File: config.mk
export PLATFORM = sky130hd
export DESIGN_NAME = spi_trace_packer
export DESIGN_NICKNAME = d
export VERILOG_FILES = /design/src/rtl/spi_trace_pkg.sv /design/src/rtl/spi_bus_sync.sv /design/src/rtl/spi_trace_ctrl.sv /design/src/rtl/spi_nib_packer.sv /design/src/rtl/spi_word_fifo.sv /design/src/rtl/spi_trace_packer.sv
export SDC_FILE = /design/constraint.sdc
export NUM_CORES = 1
export LEC_CHECK = 0
export ABC_AREA = 0
export BUFFER_PORTS_ARGS = -buffer_cell sky130_fd_sc_hd__buf_2
export CORE_MARGIN = 3
export CORE_UTILIZATION = 54
export CTS_BUF_LIST = sky130_fd_sc_hd__clkbuf_16
export DETAILED_ROUTE_END_ITERATION = 8
export GPL_TIMING_DRIVEN = 0
export PLACE_DENSITY_LB_ADDON = 0.2
export SLEW_MARGIN = 20
export SYNTH_ARGS = -nofsm -noshare
export SYNTH_HDL_FRONTEND = slang
export SYNTH_SLANG_ARGS = --single-unit
File: constraint.sdc
create_clock -name clk -period 3.3 [get_ports clk]
set_input_delay 0.66 -clock clk [delete_from_list [all_inputs] [get_ports clk]]
set_output_delay 0.66 -clock clk [all_outputs]
set_load 0.1 [all_outputs]
File: src/rtl/spi_trace_pkg.sv
package spi_trace_pkg;

  localparam int SYM_W         = 4;
  localparam int WORD_W        = 32;
  localparam int SYMS_PER_WORD = WORD_W / SYM_W;
  localparam int CNT_W         = $clog2(SYMS_PER_WORD);

  // bus_in line positions
  localparam int PIN_D0  = 0;
  localparam int PIN_D1  = 1;
  localparam int PIN_SCK = 2;
  localparam int PIN_CSN = 3;

  localparam logic [SYM_W-1:0] SYM_SEL_ON  = 4'b0010;
  localparam logic [SYM_W-1:0] SYM_SEL_OFF = 4'b0001;
  localparam logic [SYM_W-1:0] SYM_FILL    = 4'b1111;

  typedef enum logic [1:0] {
    ST_OFF   = 2'd0,
    ST_ARMED = 2'd1,
    ST_CAPT  = 2'd2,
    ST_FLUSH = 2'd3
  } trace_state_e;

  function automatic logic [SYM_W-1:0] data_symbol(input logic d0, input logic d1);
    return {d0, d1, 2'b00};
  endfunction

  function automatic logic sym_is_legal(input logic [SYM_W-1:0] s);
    return (s[1:0] == 2'b00) || (s == SYM_SEL_ON) || (s == SYM_SEL_OFF) || (s == SYM_FILL);
  endfunction

  function automatic logic [WORD_W-1:0] pack_word(input logic [WORD_W-SYM_W-1:0] acc,
                                                  input logic [SYM_W-1:0] s);
    return {acc, s};
  endfunction

endpackage

File: src/rtl/spi_bus_sync.sv
module spi_bus_sync #(
  parameter int          W        = 4,
  parameter logic [W-1:0] IDLE_VAL = '0
) (
  input  logic         clk,
  input  logic         rst_n,
  input  logic [W-1:0] raw,
  output logic [W-1:0] lvl,
  output logic [W-1:0] rise,
  output logic [W-1:0] fall
);
  logic [W-1:0] meta_q, sync_q, prev_q;

  always_ff @(posedge clk) begin
    if (!rst_n) begin
      meta_q <= IDLE_VAL;
      sync_q <= IDLE_VAL;
      prev_q <= IDLE_VAL;
    end else begin
      meta_q <= raw;
      sync_q <= meta_q;
      prev_q <= sync_q;
    end
  end

  assign lvl  = sync_q;
  assign rise = sync_q & ~prev_q;
  assign fall = ~sync_q & prev_q;
endmodule

File: src/rtl/spi_trace_ctrl.sv
module spi_trace_ctrl
  import spi_trace_pkg::*;
#(
  parameter int FLUSH_WORDS = 511
) (
  input  logic               clk,
  input  logic               rst_n,
  input  logic               start_cmd,
  input  logic               stop_cmd,
  input  logic [3:0]         lvl,
  input  logic [3:0]         rise,
  input  logic [3:0]         fall,
  input  logic [CNT_W-1:0]   pk_cnt,
  input  logic               fifo_full,
  output logic               sym_valid,
  output logic [SYM_W-1:0]   sym,
  output trace_state_e       state
);
  localparam int FC_W = $clog2(FLUSH_WORDS + 2);

  trace_state_e    st_q, st_d;
  logic [FC_W-1:0] left_q, left_d;
  logic            flush_push;

  assign flush_push = sym_valid && (pk_cnt == CNT_W'(SYMS_PER_WORD - 1));

  always_comb begin
    st_d      = st_q;
    left_d    = left_q;
    sym_valid = 1'b0;
    sym       = SYM_FILL;
    unique case (st_q)
      ST_OFF: begin
        if (start_cmd) st_d = ST_ARMED;
      end
      ST_ARMED: begin
        if (stop_cmd) begin
          st_d   = ST_FLUSH;
          left_d = FC_W'(FLUSH_WORDS) + FC_W'(pk_cnt != '0);
        end else if (fall[PIN_CSN]) begin
          sym_valid = 1'b1;
          sym       = SYM_SEL_ON;
          st_d      = ST_CAPT;
        end
      end
      ST_CAPT: begin
        if (stop_cmd) begin
          st_d   = ST_FLUSH;
          left_d = FC_W'(FLUSH_WORDS) + FC_W'(pk_cnt != '0);
        end else if (rise[PIN_CSN]) begin
          sym_valid = 1'b1;
          sym       = SYM_SEL_OFF;
          st_d      = ST_ARMED;
        end else if (rise[PIN_SCK] && !lvl[PIN_CSN]) begin
          sym_valid = 1'b1;
          sym       = data_symbol(lvl[PIN_D0], lvl[PIN_D1]);
        end
      end
      ST_FLUSH: begin
        sym_valid = (left_q != '0) && !fifo_full;
        if (flush_push) begin
          left_d = left_q - FC_W'(1);
          if (left_q == FC_W'(1)) st_d = ST_OFF;
        end
      end
      default: st_d = ST_OFF;
    endcase
  end

  always_ff @(posedge clk) begin
    if (!rst_n) begin
      st_q   <= ST_OFF;
      left_q <= '0;
    end else begin
      st_q   <= st_d;
      left_q <= left_d;
    end
  end

  assign state = st_q;
endmodule

File: src/rtl/spi_nib_packer.sv
module spi_nib_packer
  import spi_trace_pkg::*;
(
  input  logic              clk,
  input  logic              rst_n,
  input  logic              sym_valid,
  input  logic [SYM_W-1:0]  sym,
  output logic [CNT_W-1:0]  cnt,
  output logic              word_push,
  output logic [WORD_W-1:0] word
);
  logic [WORD_W-SYM_W-1:0] acc_q;
  logic [CNT_W-1:0]        cnt_q;

  assign word_push = sym_valid && (cnt_q == CNT_W'(SYMS_PER_WORD - 1));
  assign word      = pack_word(acc_q, sym);
  assign cnt       = cnt_q;

  always_ff @(posedge clk) begin
    if (!rst_n) begin
      acc_q <= '0;
      cnt_q <= '0;
    end else if (sym_valid) begin
      acc_q <= {acc_q[WORD_W-2*SYM_W-1:0], sym};
      cnt_q <= cnt_q + CNT_W'(1);
    end
  end
endmodule

File: src/rtl/spi_word_fifo.sv
module spi_word_fifo #(
  parameter int W     = 32,
  parameter int DEPTH = 4
) (
  input  logic         clk,
  input  logic         rst_n,
  input  logic         wr_en,
  input  logic [W-1:0] wr_data,
  output logic         full,
  output logic         rd_valid,
  output logic [W-1:0] rd_data,
  input  logic         rd_ready
);
  localparam int AW = (DEPTH > 1) ? $clog2(DEPTH) : 1;

  logic [W-1:0] mem [DEPTH];
  logic [AW:0]  wr_q, rd_q;
  logic [AW:0]  used;
  logic         do_wr, do_rd;

  assign used     = wr_q - rd_q;
  assign full     = (used == (AW+1)'(DEPTH));
  assign rd_valid = (used != '0);
  assign rd_data  = mem[rd_q[AW-1:0]];
  assign do_wr    = wr_en && !full;
  assign do_rd    = rd_valid && rd_ready;

  always_ff @(posedge clk) begin
    if (do_wr) mem[wr_q[AW-1:0]] <= wr_data;
  end

  always_ff @(posedge clk) begin
    if (!rst_n) begin
      wr_q <= '0;
      rd_q <= '0;
    end else begin
      if (do_wr) wr_q <= wr_q + (AW+1)'(1);
      if (do_rd) rd_q <= rd_q + (AW+1)'(1);
    end
  end
endmodule

File: src/rtl/spi_trace_packer.sv
module spi_trace_packer
  import spi_trace_pkg::*;
#(
  parameter int FLUSH_WORDS = 511,
  parameter int FIFO_DEPTH  = 4
) (
  input  logic        clk,
  input  logic        rst_n,
  input  logic [3:0]  bus_in,
  input  logic        start_cmd,
  input  logic        stop_cmd,
  output logic [31:0] out_data,
  output logic        out_valid,
  input  logic        out_ready,
  output logic        overflow
);
  logic [3:0]        lvl, rise, fall;
  logic              sym_valid;
  logic [SYM_W-1:0]  sym;
  trace_state_e      state;
  logic [CNT_W-1:0]  pk_cnt;
  logic              word_push;
  logic [WORD_W-1:0] word;
  logic              fifo_full;
  logic              overflow_q;

  spi_bus_sync #(.W(4), .IDLE_VAL(4'b1000)) u_sync (
    .clk(clk), .rst_n(rst_n), .raw(bus_in),
    .lvl(lvl), .rise(rise), .fall(fall)
  );

  spi_trace_ctrl #(.FLUSH_WORDS(FLUSH_WORDS)) u_ctrl (
    .clk(clk), .rst_n(rst_n),
    .start_cmd(start_cmd), .stop_cmd(stop_cmd),
    .lvl(lvl), .rise(rise), .fall(fall),
    .pk_cnt(pk_cnt), .fifo_full(fifo_full),
    .sym_valid(sym_valid), .sym(sym), .state(state)
  );

  spi_nib_packer u_pack (
    .clk(clk), .rst_n(rst_n),
    .sym_valid(sym_valid), .sym(sym),
    .cnt(pk_cnt), .word_push(word_push), .word(word)
  );

  spi_word_fifo #(.W(WORD_W), .DEPTH(FIFO_DEPTH)) u_fifo (
    .clk(clk), .rst_n(rst_n),
    .wr_en(word_push), .wr_data(word), .full(fifo_full),
    .rd_valid(out_valid), .rd_data(out_data), .rd_ready(out_ready)
  );

  always_ff @(posedge clk) begin
    if (!rst_n)                      overflow_q <= 1'b0;
    else if (word_push && fifo_full) overflow_q <= 1'b1;
  end

  assign overflow = overflow_q;
endmodule

==> tab_implementation.tex <==
\begin{tabular}{lr}
\hline
Metric & Value \\
\hline
\multicolumn{2}{l}{\textbf{Outcome}} \\
Result of the run & finished, final reports clean \\
\multicolumn{2}{l}{\textbf{Setup path}} \\
Flop-to-flop setup slack & 0.40 ns \\
End of the critical path & out\_data[27] \\
Data arrival, critical path & 2.47 ns \\
Largest driver fanout on the critical path & 10 \\
CP Data Required Time & $\sim$2.6 ns \\
Cell chain of the critical path & clkbuf\_1, clkdlybuf4s15\_2, mux4\_2, buf\_2 \\
Longest individual stage delay on the worst path & 0.57 ns \\
Number of cells on the worst reg-to-reg path & 7 \\
Crit Path Class & reg -> out \\
Worst reg2reg path startpoint & u\_ctrl.state[0]\$\_SDFFE\_PN0P\_ \\
Element type at the critical path end & primary output \\
Cell with the largest stage delay on the worst path & sky130\_fd\_sc\_hd\_\_mux4\_2 \\
Destination of the worst register-to-register timing path & u\_fifo.mem[0][2]\$\_DFFE\_PP\_ \\
Startpoint Class & flip-flop \\
\multicolumn{2}{l}{\textbf{Routing}} \\
Post-route antenna net violation count & 0 \\
Routed WL per cell & 19.17 µm \\
Detailed-route wire length & roughly 14 mm \\
Vias post-DR & 4,221 \\
Count of unresolved DRC violations after routing & 0 \\
First drt pass iteration count & 5 \\
Violation count after the first detailed-route iteration & a little over 300 \\
Detail-routed via count per cell & 5.727 \\
\multicolumn{2}{l}{\textbf{Synthesis}} \\
Register area share after synthesis & approximately two thirds \\
Count of mapped cells out of synthesis & 484 \\
Count of warnings emitted by yosys & 0 \\
Post-Synthesis Net Count & a little over 500 \\
Post-synth top area share & 50.78\% \\
Post-Synthesis Mean Instance Area & 15.64 µm² \\
Netlist area before placement & $\sim$7600 µm² \\
Largest area contributor in the synthesized netlist & sky130\_fd\_sc\_hd\_\_edfxtp\_1 \\
Main flop type after synthesis & sky130\_fd\_sc\_hd\_\_edfxtp\_1 \\
Top cell types by occurrence after synthesis & sky130\_fd\_sc\_hd\_\_edfxtp\_1, sky130\_fd\_sc\_hd\_\_dfxtp\_1, sky130\_fd\_sc\_hd\_\_nand2\_1 \\
Leading cell types by total area after synthesis & sky130\_fd\_sc\_hd\_\_edfxtp\_1, sky130\_fd\_sc\_hd\_\_dfxtp\_1, sky130\_fd\_sc\_hd\_\_mux4\_2, sky130\_fd\_sc\_hd\_\_mux2i\_1, sky130\_fd\_sc\_hd\_\_ha\_1 \\
Register bit total from synthesis & 190 \\
Share of synthesized flip-flops with an asynchronous set or reset & 0\% \\
Cell with the most instances after synthesis & sky130\_fd\_sc\_hd\_\_edfxtp\_1 \\
Number of enable-type register cells in the synthesized netlist & 128 \\
Post-synth cell types & 48 \\
\multicolumn{2}{l}{\textbf{STA}} \\
Final hold violations & 0 \\
Peak clock frequency supported by timing & 319.8 MHz \\
Max\_slew headroom & between 30 and 40\% \\
Clock Skews & 0.007392 ns \\
Final Cycle Share & a little over nine tenths \\
Smallest hold slack & 0.4067 ns \\
Setup repair after global routing missed its margin & no \\
Slew Limit Fails & 0 \\
Worst Max-Slew Pin Slew & 0.9008 ns \\
Total Negative Setup Slacks & 0 ns \\
Final Critical Period & between 3 and 4 ns \\
Finish-stage setup viols & 0 \\
\multicolumn{2}{l}{\textbf{Floorplan}} \\
Std-Cell Rows & 42 \\
Vertical die dimension & 124.4 µm \\
Chip width & around 120 µm \\
Initial standard-cell utilization of the core & 56.27\% \\
Core area & 13,450 µm² \\
Die outline area & $\sim$15,000 µm² \\
Number of I/O pins & 43 \\
\multicolumn{2}{l}{\textbf{Clocking}} \\
Clock tree from TritonCTS & built \\
Clock Path Buffers & 2 \\
Clock root buffer master & sky130\_fd\_sc\_hd\_\_clkbuf\_16 \\
Number of buffers inserted during clock tree synthesis & 17 \\
Number of levels the H-tree was split into & 4 \\
Clock insertion delay at the later pin of the skew report & 0.43 ns \\
Clock transition at the register clock pins on the worst setup and hold paths after CTS & 0.07 ns \\
Number of buffers inserted by post-CTS setup repair & 0 \\
Clock sink total & 190 \\
\multicolumn{2}{l}{\textbf{Place}} \\
Cell area reported after detailed placement & 8080 µm² \\
Gpl congestion & 0.8726 \\
Detail Placement HPWL & 9.270 mm \\
Port Buf Inserts & 41 \\
Dpl cells & roughly 710 \\
\multicolumn{2}{l}{\textbf{Pwr}} \\
Worst vdd rail ir drop & roughly 0.49 mV \\
Pwr dens & 702.1 nW/µm² \\
Leakage power of the design & 2.854 nW \\
\multicolumn{2}{l}{\textbf{Global route}} \\
Total overflow reported by the global router & 0 \\
Largest net degree at the start of global routing & 27 \\
Initial antenna violation count & 0 \\
Wire length of the first global-routing pass & 23.34 mm \\
Number of global-route vias before repair & 4,433 \\
Overall Global Routing Usage & slightly below 20\% \\
\multicolumn{2}{l}{\textbf{Cells and area}} \\
Net count reported at finish & between 500 and 600 \\
Final instance count without filler cells & 737 \\
Ant. Diodes & 0 \\
Cell area after layout & 8675 µm² \\
Share of final-layout standard cells stronger than drive strength 1 & 22.28\% \\
Area growth syn-to-layout & 14.60\% \\
\multicolumn{2}{l}{\textbf{Min path}} \\
Hold Startpoint & u\_sync.meta\_q[3]\$\_SDFF\_PN1\_ \\
Worst min-delay path category & reg -> reg \\
\multicolumn{2}{l}{\textbf{Job}} \\
MaxCap Viol Count & 0 \\
\hline
\end{tabular}
-- cell type report --
| class | instances | area [µm²] |
|---|---|---|
| plain buffers | 22 | 122.6 |
| clock buffers | 20 | 500.5 |
| clock inverters | 12 | 77.57 |
| fillers | 1001 | 4778 |
| inverters | 15 | 56.30 |
| multi-input cells | 257 | 2327 |
| flip-flops and latches | 190 | 5085 |
| well taps | 176 | 220.2 |
| repair buffers | 45 | 285.3 |
-- cells in the final DEF (no fill, tap or decap), drive strengths merged, types with 3 or more instances in the layout --
master / n
o211ai: 3
a21oi: 9
nand3: 11
o21ai: 10
mux4: 32
clkinv: 5
edfxtp: 128
nor4: 3
o31ai: 5
nand4: 3
or3: 4
a32o: 7
ha: 17
nor2: 13
xor2: 3
nand2: 47
dfxtp: 62
clkbuf: 34
and2: 12
nor3: 4
inv: 22
mux2i: 32
buf: 51
xnor2: 4
nand2b: 8
-- power breakdown --
part           leakage, nW  switching (W)  internal, W  total [W]
logic                0.912       0.000913     0.000460    0.00137
clock network        0.297       0.000859      0.00110    0.00196
registers             1.64       0.000102      0.00266    0.00276
total                 2.85        0.00187      0.00422    0.00609
-- critical path, delay by kind of cell, from the launching register on --
kind / cells / cell delay [ns]
buf+inv: 3 / 1.15
mux: 1 / 0.57
flops: 1 / 0.31
-- cell families after synthesis --
family	Yosys count	share of synthesized area, %
AOI/OAI and AO/OA	50	5.339
xor gates and xnor gates	7	0.8099
adders and majority gates	17	2.810
buffers and inverters	37	2.149
DFF	190	67.17
muxes	64	13.75
and+or+nand+nor	119	7.967
-- through the flow --
stage | utilization, % | worst slack, ns | total power (W)
after CTS | 64.53 | 0.09545 | 0.006130
after global placement | 59.43 | -0.4282 | 0.004151
final | 64.48 | 0.1734 | 0.006091
after detailed placement | 60.06 | 0.2874 | 0.004179
after floorplan | - | 0.4395 | 0.003903
after global routing | 64.48 | 0.005282 | 0.006358
-- layer usage --
metal | vias to the layer above | GRT usage (%) | wire, µm | share of wire, %
li1 | 1988 | - | - | -
met3 | 18 | 4.245 | 458 | 3.2
met1 | 2138 | 24.41 | 6116 | 43
met4 | 0 | 7.092 | 244 | 1.7
met5 | - | 0 | 0 | 0
met2 | 77 | 32.82 | 7310 | 52
-- how the worst min path moves through the flow --
stage	endpoint	slack [ns]	cells past startpoint
3_5_place_dp	u_sync.lvl[3]$_SDFF_PN1_	0.40	1
4_1_cts	u_sync.lvl[3]$_SDFF_PN1_	0.41	1
3_3_place_gp	u_sync.lvl[3]$_SDFF_PN1_	0.40	1
2_1_floorplan	u_sync.lvl[3]$_SDFF_PN1_	0.39	1
6_report	u_sync.lvl[3]$_SDFF_PN1_	0.41	1
5_1_grt	u_sync.meta_q[2]$_SDFF_PN0_	0.43	2
-- registers in the layout, summed over array words and instances, names as in the netlist, named ones only --
signal,cells
overflow,1
u_sync.prev_q,2
u_fifo.wr_q,3
u_pack.acc_q,28
u_pack.cnt,3
u_fifo.mem,128
u_sync.meta_q,4
u_fifo.rd_q,3
u_sync.lvl,4
u_ctrl.left_q,10
u_ctrl.state,2
-- repair_timing --
action,CTS,global route
resized for setup,6,2
hold buffers,0,0
setup endpoints to repair,30,2
(Power assumes the default switching activity.)
